## config.mk

```make
export PLATFORM = sky130hd
export DESIGN_NAME = vram_wr_port
export DESIGN_NICKNAME = d
export VERILOG_FILES = /design/src/rtl/vwp_pkg.sv /design/src/rtl/vwp_gate.sv /design/src/rtl/vwp_addr_ctr.sv /design/src/rtl/vwp_remap.sv /design/src/rtl/vram_wr_port.sv
export SDC_FILE = /design/constraint.sdc
export NUM_CORES = 1
export LEC_CHECK = 0
export ABC_AREA = 0
export BUFFER_PORTS_ARGS = -buffer_cell sky130_fd_sc_hd__buf_4
export CORE_UTILIZATION = 53
export CTS_CLUSTER_SIZE = 24
export DETAILED_ROUTE_END_ITERATION = 7
export GPL_ROUTABILITY_DRIVEN = 1
export PLACE_DENSITY_LB_ADDON = 0.15
export SYNTH_ARGS = -nofsm -noshare
export SYNTH_HDL_FRONTEND = slang
export SYNTH_SLANG_ARGS = --single-unit
```

## constraint.sdc

```tcl
create_clock -name clk -period 4.3 [get_ports clk]
set_input_delay 0.43 -clock clk [delete_from_list [all_inputs] [get_ports clk]]
set_output_delay 0.43 -clock clk [all_outputs]
set_load 0.05 [all_outputs]
```

## src/rtl/vwp_pkg.sv

```systemverilog
package vwp_pkg;

    typedef enum logic [1:0] {
        STEP_ONE    = 2'b00,
        STEP_ROW    = 2'b01,
        STEP_BLOCK  = 2'b10,
        STEP_BLOCK2 = 2'b11
    } step_e;

    typedef enum logic [1:0] {
        MAP_OFF  = 2'b00,
        MAP_N5   = 2'b01,
        MAP_N6   = 2'b10,
        MAP_N7   = 2'b11
    } remap_e;

    localparam int unsigned REMAP_BASE_SHIFT = 4;
    localparam int unsigned REMAP_FIELD_POS  = 3;

    typedef struct packed {
        logic take;
        logic odd;
    } byte_req_t;

    function automatic int unsigned step_log2(step_e s);
        case (s)
            STEP_ONE: return 0;
            STEP_ROW: return 5;
            default:  return 7;
        endcase
    endfunction

endpackage

```

## src/rtl/vwp_gate.sv

```systemverilog
module vwp_gate #(
    parameter int LINE_W     = 9,
    parameter int FIRST_LINE = 1
) (
    input  logic              block_en,
    input  logic              force_blank,
    input  logic [LINE_W-1:0] scanline,
    input  logic [LINE_W-1:0] screen_height,
    output logic              gate_open
);
    localparam int CMP_W = LINE_W + 1;

    logic [CMP_W-1:0] line_ext;
    logic [CMP_W-1:0] limit_ext;
    logic             in_picture;

    always_comb begin
        line_ext   = {1'b0, scanline};
        limit_ext  = {1'b0, screen_height} + CMP_W'(FIRST_LINE);
        in_picture = line_ext < limit_ext;
        gate_open  = !(block_en && !force_blank && in_picture);
    end
endmodule

```

## src/rtl/vwp_addr_ctr.sv

```systemverilog
module vwp_addr_ctr
    import vwp_pkg::*;
#(
    parameter int ADDR_W = 15
) (
    input  logic              clk,
    input  logic              rst,
    input  logic              load,
    input  logic [ADDR_W-1:0] load_val,
    input  logic              advance,
    input  step_e             step_sel,
    output logic [ADDR_W-1:0] addr
);
    logic [ADDR_W-1:0] step_amt;

    always_comb begin
        step_amt = ADDR_W'(1) << step_log2(step_sel);
    end

    always_ff @(posedge clk) begin
        if (rst) begin
            addr <= '0;
        end else if (load) begin
            addr <= load_val;
        end else if (advance) begin
            addr <= addr + step_amt;
        end
    end
endmodule

```

## src/rtl/vwp_remap.sv

```systemverilog
module vwp_remap
    import vwp_pkg::*;
#(
    parameter int ADDR_W = 15
) (
    input  logic [ADDR_W-1:0] addr_in,
    input  remap_e            mode,
    output logic [ADDR_W-1:0] addr_out
);
    localparam int MODES = 4;

    logic [ADDR_W-1:0] cand [MODES];

    assign cand[0] = addr_in;

    for (genvar g = 1; g < MODES; g++) begin : g_mode
        localparam int SH = REMAP_BASE_SHIFT + g;
        localparam logic [ADDR_W-1:0] FIELD_MASK = ADDR_W'((1 << (SH + REMAP_FIELD_POS)) - 1);
        localparam logic [ADDR_W-1:0] LOW_MASK   = ADDR_W'((1 << SH) - 1);

        logic [ADDR_W-1:0] field;
        logic [ADDR_W-1:0] upper;
        logic [ADDR_W-1:0] moved_down;
        logic [ADDR_W-1:0] moved_up;

        always_comb begin
            field      = addr_in & FIELD_MASK;
            upper      = addr_in & ~FIELD_MASK;
            moved_down = field >> SH;
            moved_up   = (field & LOW_MASK) << REMAP_FIELD_POS;
            cand[g]    = upper + moved_down + moved_up;
        end
    end

    always_comb begin
        addr_out = cand[mode];
    end
endmodule

```

## src/rtl/vram_wr_port.sv

```systemverilog
module vram_wr_port
    import vwp_pkg::*;
#(
    parameter int ADDR_W     = 15,
    parameter int DATA_W     = 8,
    parameter int LINE_W     = 9,
    parameter int FIRST_LINE = 1
) (
    input  logic              clk,
    input  logic              rst,
    input  logic              addr_set,
    input  logic [ADDR_W-1:0] addr_val,
    input  logic [1:0]        step_sel,
    input  logic              inc_on_hi,
    input  logic [1:0]        remap_mode,
    input  logic              wr_lo,
    input  logic              wr_hi,
    input  logic [DATA_W-1:0] wr_data,
    input  logic              block_en,
    input  logic              force_blank,
    input  logic [LINE_W-1:0] scanline,
    input  logic [LINE_W-1:0] screen_height,
    output logic              mem_we,
    output logic [ADDR_W:0]   mem_addr,
    output logic [DATA_W-1:0] mem_data,
    output logic [ADDR_W-1:0] word_addr
);
    logic              gate_open;
    byte_req_t         req;
    logic              advance;
    logic [ADDR_W-1:0] xlat_addr;

    vwp_gate #(
        .LINE_W     (LINE_W),
        .FIRST_LINE (FIRST_LINE)
    ) u_gate (
        .block_en      (block_en),
        .force_blank   (force_blank),
        .scanline      (scanline),
        .screen_height (screen_height),
        .gate_open     (gate_open)
    );

    // Low port wins a same-cycle collision; the gate qualifies both.
    always_comb begin
        req.take = (wr_lo || wr_hi) && gate_open;
        req.odd  = !wr_lo;
        advance  = req.take && (req.odd == inc_on_hi);
    end

    vwp_addr_ctr #(
        .ADDR_W (ADDR_W)
    ) u_ctr (
        .clk      (clk),
        .rst      (rst),
        .load     (addr_set),
        .load_val (addr_val),
        .advance  (advance),
        .step_sel (step_e'(step_sel)),
        .addr     (word_addr)
    );

    vwp_remap #(
        .ADDR_W (ADDR_W)
    ) u_remap (
        .addr_in  (word_addr),
        .mode     (remap_e'(remap_mode)),
        .addr_out (xlat_addr)
    );

    always_ff @(posedge clk) begin
        if (rst) begin
            mem_we   <= 1'b0;
            mem_addr <= '0;
            mem_data <= '0;
        end else begin
            mem_we <= req.take;
            if (req.take) begin
                mem_addr <= {xlat_addr, req.odd};
                mem_data <= wr_data;
            end
        end
    end
endmodule

```

==> metrics, run 1 <==
number of diodes=0; Final Util=about 75%; post-route minimum period=2.995 ns; outcome=complete, but fails checks; GRT Util Overall=between 20% and 30%; crit path max fanout=11; share of the synthesized area in the top cell type=32.05%; Vias/cell=between 5 and 6; Seq/Total Area, Yosys=between 30% and 40%; Avg Cell Area, Syn=between 8 and 9 um^2; count of TritonRoute iterations in the first routing pass=6; Port Buffers=92; Placer Congestion=approximately 0.86; top-count cell post-synth=nor2_1; post-CTS sizing=0; Worst Path Buf+Inv=2; failing checks=design-rule violations; Setup TNS Final=0 ns; Final Non-Filler Cells=around 420; CTS Hold Bufs=0; routing usage on met1=30.98%; TritonCTS Buffers=5; Die Ht=between 70 and 80 um; reg2reg path depth=9; Most used DFF post-synth=dfxtp_1; clock sink count=40; Netlist Area Pre-Place=2499 um^2; Die Wd=70.66 um; CP top delay family=compound AO/OA/AOI/OAI gates; Async SR Flop Fraction=0%; GRT Max-Usage Layer=met2; vias in the first global route=about 2.3k; worst min path class=in -> reg; # DRC=14; Peak VDD IR=around 270 uV; core box area=approximately 4400 um^2; Die Area=roughly 5000 um^2; CP Class=in -> reg; synthesis-stage register bit count=40; clk slew on worst S/H paths=around 0.070 ns; number of synthesized flops with an enable pin=0; synth top area cells=dfxtp_1 (32%), mux2i_1 (9.2%), ha_1 (8.5%); Hold Crit Depth=2; Power Dens Cells=around 350 nW/um^2; total congestion overflow=0; max frequency=about 0.33 GHz; Req. time, crit path=between 4 and 5 ns; CP max stage delay=approximately 0.65 ns; CTS tree=done; crit path capture=u_ctr.addr[9]; Syn-to-layout area delta=33.20%; wire length per cell after detailed routing=about 15 um; initial core utilization=~56%; Critical R2R Launch=u_ctr.addr[0]; Antenna Nets Post-Route=0; most used cell along the critical path=buf_4; iteration-0 DRC count of the detailed router=~130; vias=between 2k and 2.5k; Final period util=about 70%; Slew @ Worst Pin=0.9539 ns; DPL Wire Length=between 4 and 5 mm; Post-Route WL=approximately 6.2 mm; max_cap viols=0; post-synthesis cell type count=48; grt met3 use=under 10%; Stages on worst setup path=12; layout cells sized above 1=30.38%; CP max stage cell=a2111oi_2; RSZ-0062 raised after global routing=no; CP arrival=~3.2 ns; largest net degree at the start of global routing=47; Ports=93; initial antenna violation count=0; post-synth top area cell=dfxtp_1; met2 Use GR=between 40% and 50%; hold path start=wr_lo; # H-tree levels=2; Worst Clk Skew=about 0.0045 ns; Net count, final=443; first-pass GRT wire length=about 10 mm; clock root cell=clkbuf_8; CTS Buffer Depth=2; clk_lat worst skew=about 0.3 ns; Commonest cells post-synth=nor2_1 (41), dfxtp_1 (40), nand2_1 (24); Final setup viols=0; WHS=~0.33 ns; cell total after placement=around 420; Post-CTS Setup Repair Bufs=0; crit path from=screen_height[2]; FP Rows=24; r2r setup slk=between 1.5 and 2 ns; Setup crit start kind=input pin; FF-to-FF End=u_ctr.addr[12]; Hold Vio Cnt, Final=0; Synth Warn #=0; Slew Viols, Final=0; Total Power=1.165 mW; Post-Synthesis Cells=287; Crit. End Element=flip-flop; Slew HR=35.82%; leakage=1.538 nW; cells along the critical path=buf_4 > nand3_1 > nor2_1 > and3_1 > xnor2_1 > ha_1 > a21o_1 > a2111oi_2 > a211oi_1 > buf_4 > a31o_2 > a311oi_1
==> registers in the layout (all words and copies together) (netlist names) <==
| name | cells |
|---|---|
| mem_addr | 16 |
| u_ctr.addr | 15 |
| mem_data | 8 |
| mem_we | 1 |
==> final cells by class <==
type | instances | area (um^2)
Multi-Input combinational cell | 223 | 1598
Fill cell | 354 | 1116
Sequential cell | 40 | 800.8
Timing Repair Buffer | 94 | 705.7
Clock buffer | 5 | 68.82
Tap cell | 52 | 65.06
Clock inverter | 2 | 60.06
Inverter | 8 | 30.03
==> worst register-to-register path, stage by stage, from the launching register on <==
cell       delay (ns)
dfxtp_1          0.41
ha_1             0.20
inv_1            0.06
fa_1             0.41
nand3b_1         0.20
a31oi_1          0.20
nor2_1           0.09
o2bb2ai_1        0.24
or4_1            0.43
a311oi_1         0.25
==> per-layer routing <==
metal	routed length (um)	vias to the layer above
met5	0	-
met4	108	0
met3	551	9
met2	2991	106
met1	2537	1128
li1	-	1207
==> logic make-up after synthesis <==
| family | count (synthesis) | synth area share (%) |
|---|---|---|
| other | 2 | 0.3006 |
| DFF | 40 | 32.05 |
| AOI/OAI and AO/OA | 62 | 18.68 |
| muxes | 27 | 12.37 |
| xor gates and xnor gates | 13 | 4.557 |
| adders and majority gates | 18 | 9.314 |
| buffers and inverters | 28 | 5.108 |
| and+or+nand+nor | 97 | 17.63 |
==> where the power goes <==
part	leakage (nW)	switching [mW]	internal [mW]
Sequential	0.331	0.0312	0.400
Combinational	1.14	0.225	0.149
Clock	0.0642	0.131	0.228
Total	1.54	0.387	0.777
==> through the flow <==
step                      setup slack, ns  instance area, um^2
final                               1.305                 3328
after global routing                1.169                 3328
after CTS                           1.310                 3328
after detailed placement            1.009                 3199
after global placement              1.085                 3199
after floorplan                     1.371                 2514
==> layout by cell type, fill, tap and decap left out, drive strengths merged, types with 2 or more instances in the layout <==
cell,count
a211oi,9
inv,8
and3,3
o211ai,2
nand3,10
xnor2,9
a2111oi,2
nand2,24
nand4,2
nand3b,3
buf,94
dfxtp,40
xor2,4
or3,4
mux2i,23
mux4,3
bufinv,2
a21o,2
o21ai,9
o31ai,2
a21oi,9
clkbuf,5
a311oi,10
or4,3
ha,17
nor2b,2
a31oi,4
nor4,2
nor2,41
a31o,3
nor3b,2
conb,6
o2bb2ai,2
==> worst min-delay path by stage <==
stage / endpoint / slack [ns]
6_report: mem_addr[0] / 0.33
5_1_grt: mem_addr[0] / 0.32
4_1_cts: mem_addr[0] / 0.32
3_5_place_dp: mem_addr[13] / 0.48
3_3_place_gp: mem_addr[13] / 0.47
2_1_floorplan: mem_addr[15] / 0.51
Power figures use the tool's default switching activity.
==> run 2, diff against run 1 <==
CORE_UTILIZATION = 50   (was 53)
clock period = 3.05 ns   (was 4.3 ns; I/O delays follow)
==> run 2 against run 1 <==
  * The flow now finishes without violations
  * Clock skew is 0.0012 ns lower
  * Clock-buffer cell count is 1 higher
  * Clock power is 3% higher
  * Critical path type unchanged
  * Critical endpoint is now u_ctr.addr[12]
==> metrics, run 2 (synthesized netlist as in run 1, its figures left out) <==
Setup TNS Final=0 ns; CP top delay family=compound AO/OA/AOI/OAI gates; post-place setup slack=~0.043 ns; FP Rows=25; post-route minimum period=2.697 ns; number of diodes=0; Setup WS post-layout=0.3531 ns; CP max stage cell=or4_1; max frequency=0.3708 GHz; total congestion overflow=0; Die Area=about 5300 um^2; core box area=approximately 4800 um^2; Worst Clk Skew=0.003314 ns; Port Buffers=92; initial antenna violation count=0; most used cell along the critical path=ha_1; worst min path class=in -> reg; sequential cell area=roughly 800 um^2; Final period util=between 80% and 90%; Slew Viols, Final=0; crit path max fanout=4; Post-Route WL=just over 6 mm; hold path start=wr_lo; CP Class=in -> reg; initial core utilization=between 50% and 60%; clk_lat worst skew=0.29 ns; Critical R2R Launch=u_ctr.addr[1]; FF-to-FF End=u_ctr.addr[12]; Setup crit start kind=input pin; # H-tree levels=2; Req. time, crit path=3.25 ns; RSZ-0062 raised after global routing=no; iteration-0 DRC count of the detailed router=110; Die Ht=72.69 um; # DRC=0; Peak VDD IR=between 300 and 400 uV; reg2reg path depth=8; TritonCTS Buffers=5; CTS tree=done; cell total after placement=approximately 440; Placer Congestion=~0.81; CP max stage delay=roughly 0.5 ns; cells along the critical path=buf_4 > ha_1 > and3_1 > xnor2_1 > ha_1 > nand3_1 > a21oi_2 > o2111ai_2 > a2111o_1 > or4_1 > a311oi_1; Worst Path Buf+Inv=1; WHS=roughly 0.21 ns; leakage=1.546 nW; clock sink count=40; Ports=93; max reg flops=16; Hold Crit Depth=2; DPL Wire Length=4.536 mm; Post-CTS Setup Repair Bufs=0; GRT Util Overall=24.01%; first-pass GRT wire length=a little over 10 mm; vias=2420; most common cell after layout, fill and taps aside=buf_4; Crit. End Element=flip-flop; max_cap viols=0; r2r setup slk=~0.51 ns; CP arrival=between 2 and 3 ns; count of TritonRoute iterations in the first routing pass=4; Antenna Nets Post-Route=0; wire length per cell after detailed routing=approximately 14 um; Net count, final=448; Final Util=a little over two thirds; Hold Vio Cnt, Final=0; Biggest register=mem_addr; outcome=completed; Final Non-Filler Cells=445; Fillers=415; most frequent cells in the layout=buf_4 (98), nor2_1 (41), dfxtp_1 (40); CTS Buffer Depth=2; clk slew on worst S/H paths=about 0.080 ns; CTS Hold Bufs=0; Die Wd=between 70 and 80 um; Slew HR=between 50% and 60%; Vias/cell=roughly 5.4; Slew @ Worst Pin=~0.65 ns; clock root cell=clkbuf_8; Syn-to-layout area delta=34.70%; area of the multi-input gates=roughly 1600 um^2; Top Registers=mem_addr (16), u_ctr.addr (15), mem_data (8); vias in the first global route=approximately 2.2k; largest net degree at the start of global routing=47; Power Dens Cells=449.1 nW/um^2; post-CTS sizing=0; layout cells sized above 1=between 30% and 40%; Min-Delay Endpoint=mem_addr[0]; Final setup viols=0
run 2: worst max-delay path by stage:
stage / slack, ns / depth (start not counted) / start / endpoint
2_1_floorplan: 0.25 / 10 / screen_height[0] / u_ctr.addr[12]
3_5_place_dp: 0.04 / 11 / screen_height[0] / u_ctr.addr[12]
4_1_cts: 0.35 / 11 / screen_height[0] / u_ctr.addr[12]
5_1_grt: 0.24 / 11 / screen_height[0] / u_ctr.addr[12]
3_3_place_gp: 0.14 / 11 / screen_height[0] / u_ctr.addr[12]
6_report: 0.35 / 11 / screen_height[0] / u_ctr.addr[12]
run 2: per-layer routing:
metal | up-vias | routed length, um | global-route usage [%]
met5 | - | 0 | 0
met4 | 0 | 32 | 4.575
met3 | 4 | 323 | 4.972
met1 | 1134 | 2659 | 29.19
li1 | 1212 | - | -
met2 | 70 | 3076 | 43.82
run 2: report_power, final:
| group | switching [mW] | internal [mW] | total (mW) |
|---|---|---|---|
| registers | 0.0446 | 0.564 | 0.609 |
| clock network | 0.188 | 0.183 | 0.371 |
| logic | 0.316 | 0.216 | 0.532 |
run 2: stage by stage:
step                      instance area [um^2]  power (mW)
final                                     3366       1.512
after detailed placement                  3268       1.151
after CTS                                 3366       1.521
after global placement                    3268       1.141
after global routing                      3366       1.590
after floorplan                           2514      0.9754
run 2: worst register-to-register path, delay by kind of cell, from the launching register on:
kind,cells,cell delay (ns)
AND/OR/NAND/NOR,3,0.72
AO/OA/AOI/OAI,3,0.68
adder cells (fa/ha/maj),1,0.47
flip-flops,1,0.46
buffers and inverters,1,0.12
run 2: cell type report:
class	instances	share of cell area, %
Multi-Input combinational cell	223	47.47
Sequential cell	40	23.79
Timing Repair Buffer	99	22.45
Tap cell	67	2.491
Clock inverter	2	0.4461
Inverter	8	0.8922
Clock buffer	6	2.454
==> run 3, diff against run 2 <==
CORE_UTILIZATION = 51   (was 50)
SYNTH_HIERARCHICAL = 1   (was unset)
==> run 3 against run 2 <==
  * Non-clock buffer count increased by 4
  * Flip-flop and latch count unchanged
  * Power increased by 6.4%
  * Combinational power decreased by 4.7%
  * Critical path type unchanged
  * Critical endpoint is now u_ctr/addr[9]
  * Highest routed layer unchanged
==> metrics, run 3 <==
core box area=between 5000 and 6000 um^2; vias=around 2.5k; initial antenna violation count=0; vias in the first global route=about 2.4k; Die Ht=about 76 um; r2r setup slk=between 1 and 1.5 ns; Avg Cell Area, Syn=9.145 um^2; area of the multi-input gates=1842 um^2; Placer Congestion=about 0.83; top-count cell post-synth=nand2b_1; wire length per cell after detailed routing=between 10 and 15 um; clock sink count=40; Post-Route WL=6.559 mm; Net count, final=between 400 and 500; FF-to-FF End=u_ctr/addr[8]; largest net degree at the start of global routing=64; CP arrival=just over 3 ns; Most used DFF post-synth=dfxtp_1; clock root cell=clkbuf_8; outcome=completed; iteration-0 DRC count of the detailed router=64; Synth Warn #=6; total congestion overflow=0; clk_lat worst skew=about 0.29 ns; Min-Delay Endpoint=u_ctr/addr[13]; number of diodes=0; post-synthesis xor/xnor area fraction=roughly 4.4%; synthesis-stage register bit count=40; # H-tree levels=2; Die Area=around 5800 um^2; worst min path class=in -> reg; crit path max fanout=5; reg2reg path depth=7; clk slew on worst S/H paths=0.08 ns; Hold Vio Cnt, Final=0; Netlist Area Pre-Place=roughly 2800 um^2; TritonCTS Buffers=5; post-synthesis cell type count=56; Crit. End Element=flip-flop; Post-CTS Setup Repair Bufs=0; Post-Synth Adder-Cell Area=under 10%; sequential cell area=between 800 and 900 um^2; Final setup viols=0; Setup crit start kind=input pin; CTS tree=done; FP Rows=26; multiplexer share of the synthesized area=approximately 15%; Syn-to-layout area delta=31.46%; Async SR Flop Fraction=0%; compound-gate portion of the synthesized area=~15%; Slew Viols, Final=0; share of the synthesized area in the top cell type=between 20 and 30%; Biggest register=mem_addr; max_cap viols=0; Die Wd=roughly 76 um; Antenna Nets Post-Route=0; count of TritonRoute iterations in the first routing pass=4; largest family of logic cells by synthesized area=simple AND/OR/NAND/NOR gates; Hold Crit Depth=3; Seq/Total Area, Yosys=a little under 30%; Ports=slightly above 90; Power Dens Cells=roughly 440 nW/um^2; Critical R2R Launch=u_ctr/addr[0]; max reg flops=16; most common cell after layout, fill and taps aside=buf_4; cell total after placement=approximately 460; Vias/cell=about 5.3; number of synthesized flops with an enable pin=0; Fillers=approximately 430; Final Util=70.66%; layout cells sized above 1=approximately a third; Simple-Gate Fraction of Synth Area=approximately 23%; Peak VDD IR=253.6 uV; Commonest cells post-synth=nand2b_1 (47), dfxtp_1 (40), mux2i_1 (26); Port Buffers=between 90 and 100; first-pass GRT wire length=between 10 and 15 mm; max frequency=0.3562 GHz; RSZ-0062 raised after global routing=no; synth top area cells=dfxtp_1 (29%), nand2b_1 (11%), mux2i_1 (9.4%); DPL Wire Length=4.933 mm; Top Registers=mem_addr (16), u_ctr/addr (15), mem_data (8); Req. time, crit path=between 3 and 4 ns; Final period util=between 90% and 100%; hold path start=addr_val[13]; # DRC=0; Final Non-Filler Cells=between 400 and 500; Worst Clk Skew=just under 0.009 ns; GRT Util Overall=a little under a quarter; CP Class=in -> reg; Total Power=~1.6 mW; leakage=between 1.5 and 2 nW; post-synth top area cell=dfxtp_1; CTS Buffer Depth=2; Post-Synthesis Cells=304; most frequent cells in the layout=buf_4 (103), nand2b_1 (47), dfxtp_1 (40); post-route minimum period=about 2.8 ns; initial core utilization=a little over half
## run 3: worst max-delay path: stages
cell and delay, ns:
buf_4 0.12, ha_1 0.23, nand3_1 0.12, xor2_1 0.16, ha_1 0.26, a21o_1 0.18, a211oi_1 0.26, o2111ai_1 0.18
a21boi_1 0.18, buf_4 0.16, and3_1 0.21, a2111oi_0 0.46, a32o_1 0.23
## run 3: report_power, final
group | internal, mW | switching (mW)
Clock | 0.322 | 0.183
Combinational | 0.216 | 0.291
Sequential | 0.559 | 0.0378
## run 3: layer usage
layer / track usage (%) / up-vias / part of all wire [%]
li1: - / 1258 / -
met1: 28.03 / 1134 / 44
met2: 41.30 / 71 / 50
met3: 4.233 / 9 / 5.3
met4: 7.407 / 0 / 1.1
met5: 0 / - / 0
## run 3: stage by stage
stage | area (um^2) | TNS (ns) | hold WS [ns] | setup WS (ns)
4_1_cts | 3655 | 0 | 0.1934 | 0.2006
6_report | 3655 | 0 | 0.2013 | 0.2427
3_5_place_dp | 3526 | -0.2595 | 0.4624 | -0.08471
3_3_place_gp | 3526 | -0.01260 | 0.4598 | -0.01260
5_1_grt | 3655 | 0 | 0.1976 | 0.02644
2_1_floorplan | 2799 | 0 | 0.4008 | 0.1595
## run 3: how the worst max path moves through the flow
stage / to / slack [ns] / from / cells past startpoint
3_5_place_dp: u_ctr/addr[9] / -0.08 / screen_height[0] / 13
5_1_grt: u_ctr/addr[14] / 0.03 / screen_height[0] / 15
6_report: u_ctr/addr[9] / 0.24 / screen_height[0] / 13
4_1_cts: u_ctr/addr[14] / 0.20 / screen_height[0] / 15
3_3_place_gp: u_ctr/addr[9] / -0.01 / screen_height[0] / 13
2_1_floorplan: u_ctr/addr[14] / 0.16 / screen_height[0] / 14
## run 3: cell type report
type,instances,area share (%)
clock inverters,2,1.643
repair buffers,103,21.16
inverters,6,0.6162
well taps,70,2.396
multi-input cells,244,50.39
clock buffers,5,1.883
flip-flops and latches,40,21.91
## run 3: kinds of logic (layout without fill, tap and decap cells)
family | Yosys count | count (layout)
compound gates | 59 | 59
xor+xnor | 14 | 14
fa+ha+maj | 18 | 18
buf+inv | 25 | 116
flops | 40 | 40
mux | 36 | 36
other cells | 1 | 6
simple gates | 111 | 111
## run 3: repair_timing
item / 4_1_cts / 5_1_grt
resized for setup: 0 / 1
hold buffers: 0 / 0
setup endpoints to repair: 0 / 1
